$ cat config.mk
export PLATFORM = sky130hd
export DESIGN_NAME = cordic_polar_pp
export DESIGN_NICKNAME = d
export VERILOG_FILES = /design/src/rtl/cordic_pkg.sv /design/src/rtl/cordic_prerot.sv /design/src/rtl/cordic_stage2.sv /design/src/rtl/cordic_polar_pp.sv
export SDC_FILE = /design/constraint.sdc
export NUM_CORES = 2
export LEC_CHECK = 0
export BUFFER_PORTS_ARGS = -buffer_cell sky130_fd_sc_hd__buf_4
export CAP_MARGIN = 0
export CORE_MARGIN = 2
export CORE_UTILIZATION = 61
export CTS_BUF_LIST = sky130_fd_sc_hd__clkbuf_4
export DETAILED_ROUTE_END_ITERATION = 8
export MAX_ROUTING_LAYER = met4
export PLACE_DENSITY = 0.77
export SLEW_MARGIN = 20
export SYNTH_ARGS = -nofsm -noshare
export SYNTH_HDL_FRONTEND = slang
export SYNTH_SLANG_ARGS = --single-unit
$ cat constraint.sdc
create_clock -name clk -period 8.9 [get_ports clk]
set_input_delay 1.78 -clock clk [delete_from_list [all_inputs] [get_ports clk]]
set_output_delay 1.78 -clock clk [all_outputs]
set_load 0.005 [all_outputs]
$ cat src/rtl/cordic_pkg.sv
package cordic_pkg;

  typedef enum logic {
    CM_VEC = 1'b0,
    CM_ROT = 1'b1
  } cmode_e;

  // reciprocal of the CORDIC gain, unsigned Q0.16
  localparam int unsigned KINV_Q16 = 39797;
  localparam int          MAX_ITER = 16;

  // atan(2^-i) as a 32-bit fraction of a full turn
  function automatic logic [31:0] atan_turn32(input int i);
    case (i)
      0:       return 32'h2000_0000;
      1:       return 32'h12E4_051E;
      2:       return 32'h09FB_385B;
      3:       return 32'h0511_11D4;
      4:       return 32'h028B_0D43;
      5:       return 32'h0145_D7E1;
      6:       return 32'h00A2_F61E;
      7:       return 32'h0051_7C55;
      8:       return 32'h0028_BE53;
      9:       return 32'h0014_5F2F;
      10:      return 32'h000A_2F98;
      11:      return 32'h0005_17CC;
      12:      return 32'h0002_8BE6;
      13:      return 32'h0001_45F3;
      14:      return 32'h0000_A2F9;
      15:      return 32'h0000_517D;
      default: return 32'h0;
    endcase
  endfunction

endpackage

$ cat src/rtl/cordic_prerot.sv
// Gain pre-compensation and half-turn pre-rotation (combinational).
module cordic_prerot
  import cordic_pkg::*;
#(
  parameter int DW = 16,
  parameter int AW = 16,
  parameter int G  = 3,
  parameter int XW = DW + G + 3,
  parameter int ZW = AW + 2
) (
  input  logic                 rot,
  input  logic signed [DW-1:0] x_in,
  input  logic signed [DW-1:0] y_in,
  input  logic        [AW-1:0] phase_in,
  output logic signed [XW-1:0] x0,
  output logic signed [XW-1:0] y0,
  output logic        [ZW-1:0] z0
);

  localparam int PW = DW + 18;
  localparam logic [ZW-1:0] HALF = ZW'(1) << (ZW - 1);

  // v * (1/K), kept with G fractional guard bits
  function automatic logic signed [XW-1:0] scale(input logic signed [DW-1:0] v);
    logic signed [PW-1:0] a, k, p;
    a = {{(PW-DW){v[DW-1]}}, v};
    k = PW'(KINV_Q16);
    p = a * k;
    return XW'(p >>> (16 - G));
  endfunction

  logic signed [XW-1:0] xs, ys;
  logic        [ZW-1:0] zf;

  always_comb begin
    xs = scale(x_in);
    ys = scale(y_in);
    zf = {phase_in, {(ZW-AW){1'b0}}};
    if (rot == CM_ROT) begin
      y0 = '0;
      if (zf[ZW-1] ^ zf[ZW-2]) begin
        x0 = -xs;
        z0 = zf - HALF;
      end else begin
        x0 = xs;
        z0 = zf;
      end
    end else begin
      if (xs[XW-1]) begin
        x0 = -xs;
        y0 = -ys;
        z0 = HALF;
      end else begin
        x0 = xs;
        y0 = ys;
        z0 = '0;
      end
    end
  end

endmodule

$ cat src/rtl/cordic_stage2.sv
// One pipeline stage: two micro-rotations followed by a register.
module cordic_stage2
  import cordic_pkg::*;
#(
  parameter int XW    = 22,
  parameter int ZW    = 18,
  parameter int FIRST = 0
) (
  input  logic                 clk,
  input  logic                 rst_n,
  input  logic                 in_v,
  input  logic                 in_rot,
  input  logic signed [XW-1:0] in_x,
  input  logic signed [XW-1:0] in_y,
  input  logic        [ZW-1:0] in_z,
  output logic                 out_v,
  output logic                 out_rot,
  output logic signed [XW-1:0] out_x,
  output logic signed [XW-1:0] out_y,
  output logic        [ZW-1:0] out_z
);

  localparam int PW = 2 * XW + ZW;

  function automatic logic [ZW-1:0] atan_at(input int i);
    logic [31:0] r;
    r = atan_turn32(i) + (32'd1 << (31 - ZW));
    return r[31 -: ZW];
  endfunction

  // d=1 turns the vector counter-clockwise and lowers the angle accumulator
  function automatic logic [PW-1:0] micro(input logic signed [XW-1:0] x,
                                          input logic signed [XW-1:0] y,
                                          input logic        [ZW-1:0] z,
                                          input logic                 rot,
                                          input int                   i);
    logic                 d;
    logic signed [XW-1:0] xs, ys;
    logic        [ZW-1:0] a;
    d  = (rot == CM_ROT) ? ~z[ZW-1] : y[XW-1];
    xs = x >>> i;
    ys = y >>> i;
    a  = atan_at(i);
    if (d) return {x - ys, y + xs, z - a};
    else   return {x + ys, y - xs, z + a};
  endfunction

  logic [PW-1:0] m0, m1;

  always_comb begin
    m0 = micro(in_x, in_y, in_z, in_rot, FIRST);
    m1 = micro(m0[PW-1 -: XW], m0[ZW+XW-1 -: XW], m0[ZW-1:0], in_rot, FIRST + 1);
  end

  always_ff @(posedge clk or negedge rst_n) begin
    if (!rst_n) out_v <= 1'b0;
    else        out_v <= in_v;
  end

  always_ff @(posedge clk) begin
    out_rot <= in_rot;
    out_x   <= m1[PW-1 -: XW];
    out_y   <= m1[ZW+XW-1 -: XW];
    out_z   <= m1[ZW-1:0];
  end

endmodule

$ cat src/rtl/cordic_polar_pp.sv
// Top: pre-rotation, ITER/2 two-iteration stages, output rounding.
module cordic_polar_pp
  import cordic_pkg::*;
#(
  parameter int DW       = 16,
  parameter int AW       = 16,
  parameter int ITER     = 12,
  parameter int G        = 3,
  parameter int MODE_SEL = 0
) (
  input  logic              clk,
  input  logic              rst_n,
  input  logic              in_valid,
  input  logic              in_mode,
  input  logic [DW-1:0]     in_x,
  input  logic [DW-1:0]     in_y,
  input  logic [AW-1:0]     in_phase,
  output logic              out_valid,
  output logic [DW:0]       out_x,
  output logic [DW:0]       out_y,
  output logic [AW-1:0]     out_phase
);

  localparam int NST = ITER / 2;
  localparam int XW  = DW + G + 3;
  localparam int ZW  = AW + 2;
  localparam int OW  = DW + 1;

  function automatic logic [OW-1:0] round_xy(input logic signed [XW-1:0] v);
    logic signed [XW-1:0] t;
    t = v + XW'(1 << (G - 1));
    return OW'(t >>> G);
  endfunction

  function automatic logic [AW-1:0] round_z(input logic [ZW-1:0] z);
    logic [ZW-1:0] t;
    t = z + ZW'(1 << (ZW - AW - 1));
    return t[ZW-1 -: AW];
  endfunction

  logic mode_rot;

  if (MODE_SEL == 0) begin : g_mode_port
    assign mode_rot = in_mode;
  end else begin : g_mode_fixed
    assign mode_rot = (MODE_SEL == 2);
  end

  logic signed [XW-1:0] sx [0:NST];
  logic signed [XW-1:0] sy [0:NST];
  logic        [ZW-1:0] sz [0:NST];
  logic                 sm [0:NST];
  logic                 sv [0:NST];

  assign sv[0] = in_valid;
  assign sm[0] = mode_rot;

  cordic_prerot #(.DW(DW), .AW(AW), .G(G), .XW(XW), .ZW(ZW)) u_pre (
    .rot      (mode_rot),
    .x_in     (in_x),
    .y_in     (in_y),
    .phase_in (in_phase),
    .x0       (sx[0]),
    .y0       (sy[0]),
    .z0       (sz[0])
  );

  for (genvar s = 0; s < NST; s++) begin : g_st
    cordic_stage2 #(.XW(XW), .ZW(ZW), .FIRST(2 * s)) u_st (
      .clk     (clk),
      .rst_n   (rst_n),
      .in_v    (sv[s]),
      .in_rot  (sm[s]),
      .in_x    (sx[s]),
      .in_y    (sy[s]),
      .in_z    (sz[s]),
      .out_v   (sv[s+1]),
      .out_rot (sm[s+1]),
      .out_x   (sx[s+1]),
      .out_y   (sy[s+1]),
      .out_z   (sz[s+1])
    );
  end

  // named internal events for the checker
  logic signed [XW-1:0] pre_x;
  logic        [ZW-1:0] pre_z;
  logic                 tail_rot;
  assign pre_x    = sx[0];
  assign pre_z    = sz[0];
  assign tail_rot = sm[NST];

  assign out_valid = sv[NST];
  assign out_x     = round_xy(sx[NST]);
  assign out_y     = round_xy(sy[NST]);
  assign out_phase = round_z(sz[NST]);

endmodule

==> out/qor.yml <==
worst_setup_path:
  crit_start: "in_x[6]"
  rr_worst_depth: 39
  critPathMaxStageDelay_ns: 0.53
  crit_fanout: 5
  r2r-end: "g_st[4].u_st.out_y[21]"
  timing.rr.start: "g_st[3].u_st.out_rot"
  crit_family: "compound AO/OA/AOI/OAI gates"
  worst-path-stages: 61
  crit_buf_inv: 7
  critPathSlowestCell: "or4_4"
  r2r_slack_ns: 0.44
  critPathCapture: "g_st[0].u_st.out_y[20]"
  end_kind: "flip-flop"
  cp.required_ns: 9.69
  startpoint_type: "input pin"
  crit_type: "in -> reg"
  cpMostUsedCell: "a21oi_2"
  cp.arrival_ns: 13.95
placement:
  dp_hpwl_um: 132000
  place_congestion: 0.9951
  place_area_sq_mm: 0.06521
  port-buffer-count: 102
cells_and_area:
  syn_to_final_growth_pct: 21.07
  nNetsFinal: 9422
  drive_above_1_share_pct: 18.46
  final_area_sq_mm: 0.06853
grt:
  grt_util_met1_pct: 39.74
  grt_pass1_vias: 53460
  antenna_found_initial: 2
  grt.total_usage_pct: 34.01
  grt-busiest-layer: "met2"
  grt_max_degree: 38
  grt_util_met2_pct: 58.58
  grt_pass1_wl_um: 259300
  grtUsageMet3_pct: 3.844
  grt_overflow: 0
timing:
  fmax_ghz: 0.07597
  rsz0062_at_grt: "yes"
  finalMaxSlewViolations: 0
  skew_ns: 0.07872
  fin_setup_tns_ns: -164.38
  relSlewSlack_pct: 29.03
  period_needed_ns: 13.16
  setup_viol: 55
  period_share_pct: 147.9
  worst_slack_ns: -4.263
  worstMarginPinSlew_ns: 1.055
  finalHoldViolCount: 0
floorplanning:
  die_y_um: 308.6
  placementRows: 111
  dieArea_sq_mm: 0.09524
  start_util_pct: 61.65
  die_x_um: 308.6
  fp.coreArea_sq_mm: 0.09180
  io-pin-count: 103
synthesis:
  avgSynthCellArea_sq_um: 7.907
  async_reset_ff_share_pct: 1.630
  ys_warn_count: 0
  ys_types: 107
  synth_nets: 8401
  synth_seq_cells: 368
  syn-instance-count: 7158
  synth_area_sq_mm: 0.05660
  synth.top_cell.area_share_pct: 21.35
  seq_area_frac_synth_pct: 13.07
  yosys.area.top_type: "ha_1"
  synth_area_leaders: "ha_1, dfxtp_1, xnor2_1"
  synth_edf_count: 0
  synth_flop_cell: "dfxtp_1"
clocking:
  root_buffer: "clkbuf_4"
  cts_buffer_depth: 3
  clock_latency_ns: 0.93
  clkTransAtPathRegs_ns: 0.06
  h-tree-depth: 3
  cts_sinks: 368
  cts_tree: "yes"
  hold_buffers: 0
  numCtsBuffers: 90
min_path:
  hold_start: "g_st[3].u_st.out_v"
  hold_path_class: "reg -> reg"
route:
  drtAntennaViolNets: 0
  routed_wl_um: 162400
  drt_iter0_markers: 3790
  post_drt_wl_per_cell_um: 17.11
  vias: 54210
  drc: 0
  firstDrtPassIters: 9
  post_drt_via_cell_ratio: 5.711
job:
  maxCapViolations: 0
run_status:
  status: "finished with violations"
  violations: "setup timing"
-- cell usage after synthesis, types with 16 or more instances --
cell type and n:
o221ai_1 16, nand3_1 110, a21boi_0 118, xor2_1 275
o211ai_1 35, o41ai_1 41, o31ai_1 53, mux2i_1 40
mux2_2 20, a21o_1 118, o21bai_1 92, nand4_1 24
dfxtp_1 362, o21a_1 86, nor3_1 208, nor2b_1 87
or3_1 88, nand2b_1 98, nand2_1 445, and3_1 52
nor4_1 31, a211oi_1 35, or2_2 30, nor2_1 713
a21oi_1 461, clkbuf_1 80, ha_1 966, a311oi_1 24
inv_1 811, o21ai_0 402, a31oi_1 37, and2_1 56
xnor2_1 626, fa_1 225, nor3b_1 17
-- area by class of cell --
| class | instances | area (sq um) |
|---|---|---|
| antenna | 6 | 15.01 |
| multi-input combinational | 5867 | 47200 |
| timing repair buffer | 1036 | 8137 |
| clock buffer | 116 | 870.8 |
| clock inverter | 40 | 272.8 |
| sequential | 368 | 7403 |
| fill | 6991 | 23280 |
| inverter | 816 | 3068 |
| tap | 1243 | 1555 |
-- stage by stage --
step / util, % / setup WS [ns] / hold slack, ns / std cells
finish: 74.65 / -4.263 / 0.3479 / 9492
global route: 74.65 / -4.641 / 0.3662 / 9492
CTS: 73.67 / -3.657 / 0.3506 / 9471
detailed placement: 71.03 / -5.247 / 0.3364 / 9209
global placement: 71.03 / -4.867 / 0.3322 / 9209
floorplan: - / -4.298 / 0.3290 / 7158
-- worst min path at each step --
stage	end	slack (ns)	cells past startpoint
finish	g_st[4].u_st.out_v	0.35	0
detailed placement	g_st[4].u_st.out_v	0.34	0
CTS	g_st[4].u_st.out_v	0.35	0
global placement	g_st[5].u_st.out_v	0.33	0
global route	g_st[1].u_st.out_v	0.37	0
floorplan	g_st[2].u_st.out_rot	0.33	0
-- worst register-to-register path: cells and delay by family (launching register included) --
kind,cells,cell delay [ns]
AO/OA/AOI/OAI,26,5.28
XOR/XNOR,4,0.67
adder cells (fa/ha/maj),2,0.59
buffers and inverters,2,0.31
flip-flops,1,0.48
multiplexers,2,0.65
AND/OR/NAND/NOR,3,0.35
-- what timing repair did --
action | CTS | global route
pin swaps | 83 | 106
gates resized for setup | 111 | 199
setup endpoints to repair | 55 | 117
buffers inserted | 127 | 49
-- sequential cells by signal (all words and copies together) (netlist names) --
| name | count |
|---|---|
| g_st.u_st.out_z | 101 |
| g_st.u_st.out_x | 128 |
| g_st.u_st.out_y | 128 |
| g_st.u_st.out_v | 6 |
| g_st.u_st.out_rot | 5 |
-- cells by family (layout without fill, tap and decap cells) --
| family | Yosys count | in the layout | share of synthesized area [%] |
|---|---|---|---|
| XOR/XNOR | 908 | 908 | 14.18 |
| buffers and inverters | 923 | 2008 | 6.194 |
| flip-flops | 368 | 368 | 13.07 |
| AND/OR/NAND/NOR | 2012 | 2012 | 16.68 |
| multiplexers | 61 | 61 | 1.125 |
| AO/OA/AOI/OAI | 1695 | 1695 | 19.44 |
| adder cells (fa/ha/maj) | 1191 | 1191 | 29.31 |
| other | 0 | 6 | 0 |
-- routing by layer --
| metal | vias to the layer above | wire length [um] |
|---|---|---|
| li1 | 26880 | - |
| met1 | 25250 | 67880 |
| met2 | 1609 | 77700 |
| met3 | 468 | 8824 |
| met4 | 0 | 8029 |
| met5 | - | 0 |
-- cells in the final DEF, fill, tap and decap left out, types with 31 or more instances in the layout --
cell        n
a211oi_1   31
a21boi_0   89
a21o_1    117
a21oi_1   419
a21oi_2    46
a31oi_1    34
and2_1     55
and3_1     52
buf_4     970
buf_6      49
clkbuf_4  117
dfxtp_1   357
fa_1      216
ha_1      936
inv_1     802
mux2i_1    33
nand2_1   442
nand2b_1   98
nand3_1   110
nor2_1    694
nor2b_1    81
nor3_1    203
o211ai_1   35
o21a_1     86
o21ai_0   357
o21ai_1    31
o21bai_1   91
o31ai_1    49
or3_1      86
xnor2_1   601
xor2_1    271
Power is not shown: default switching activity piles up to over one toggle a cycle in this logic, so the estimate is an artifact.
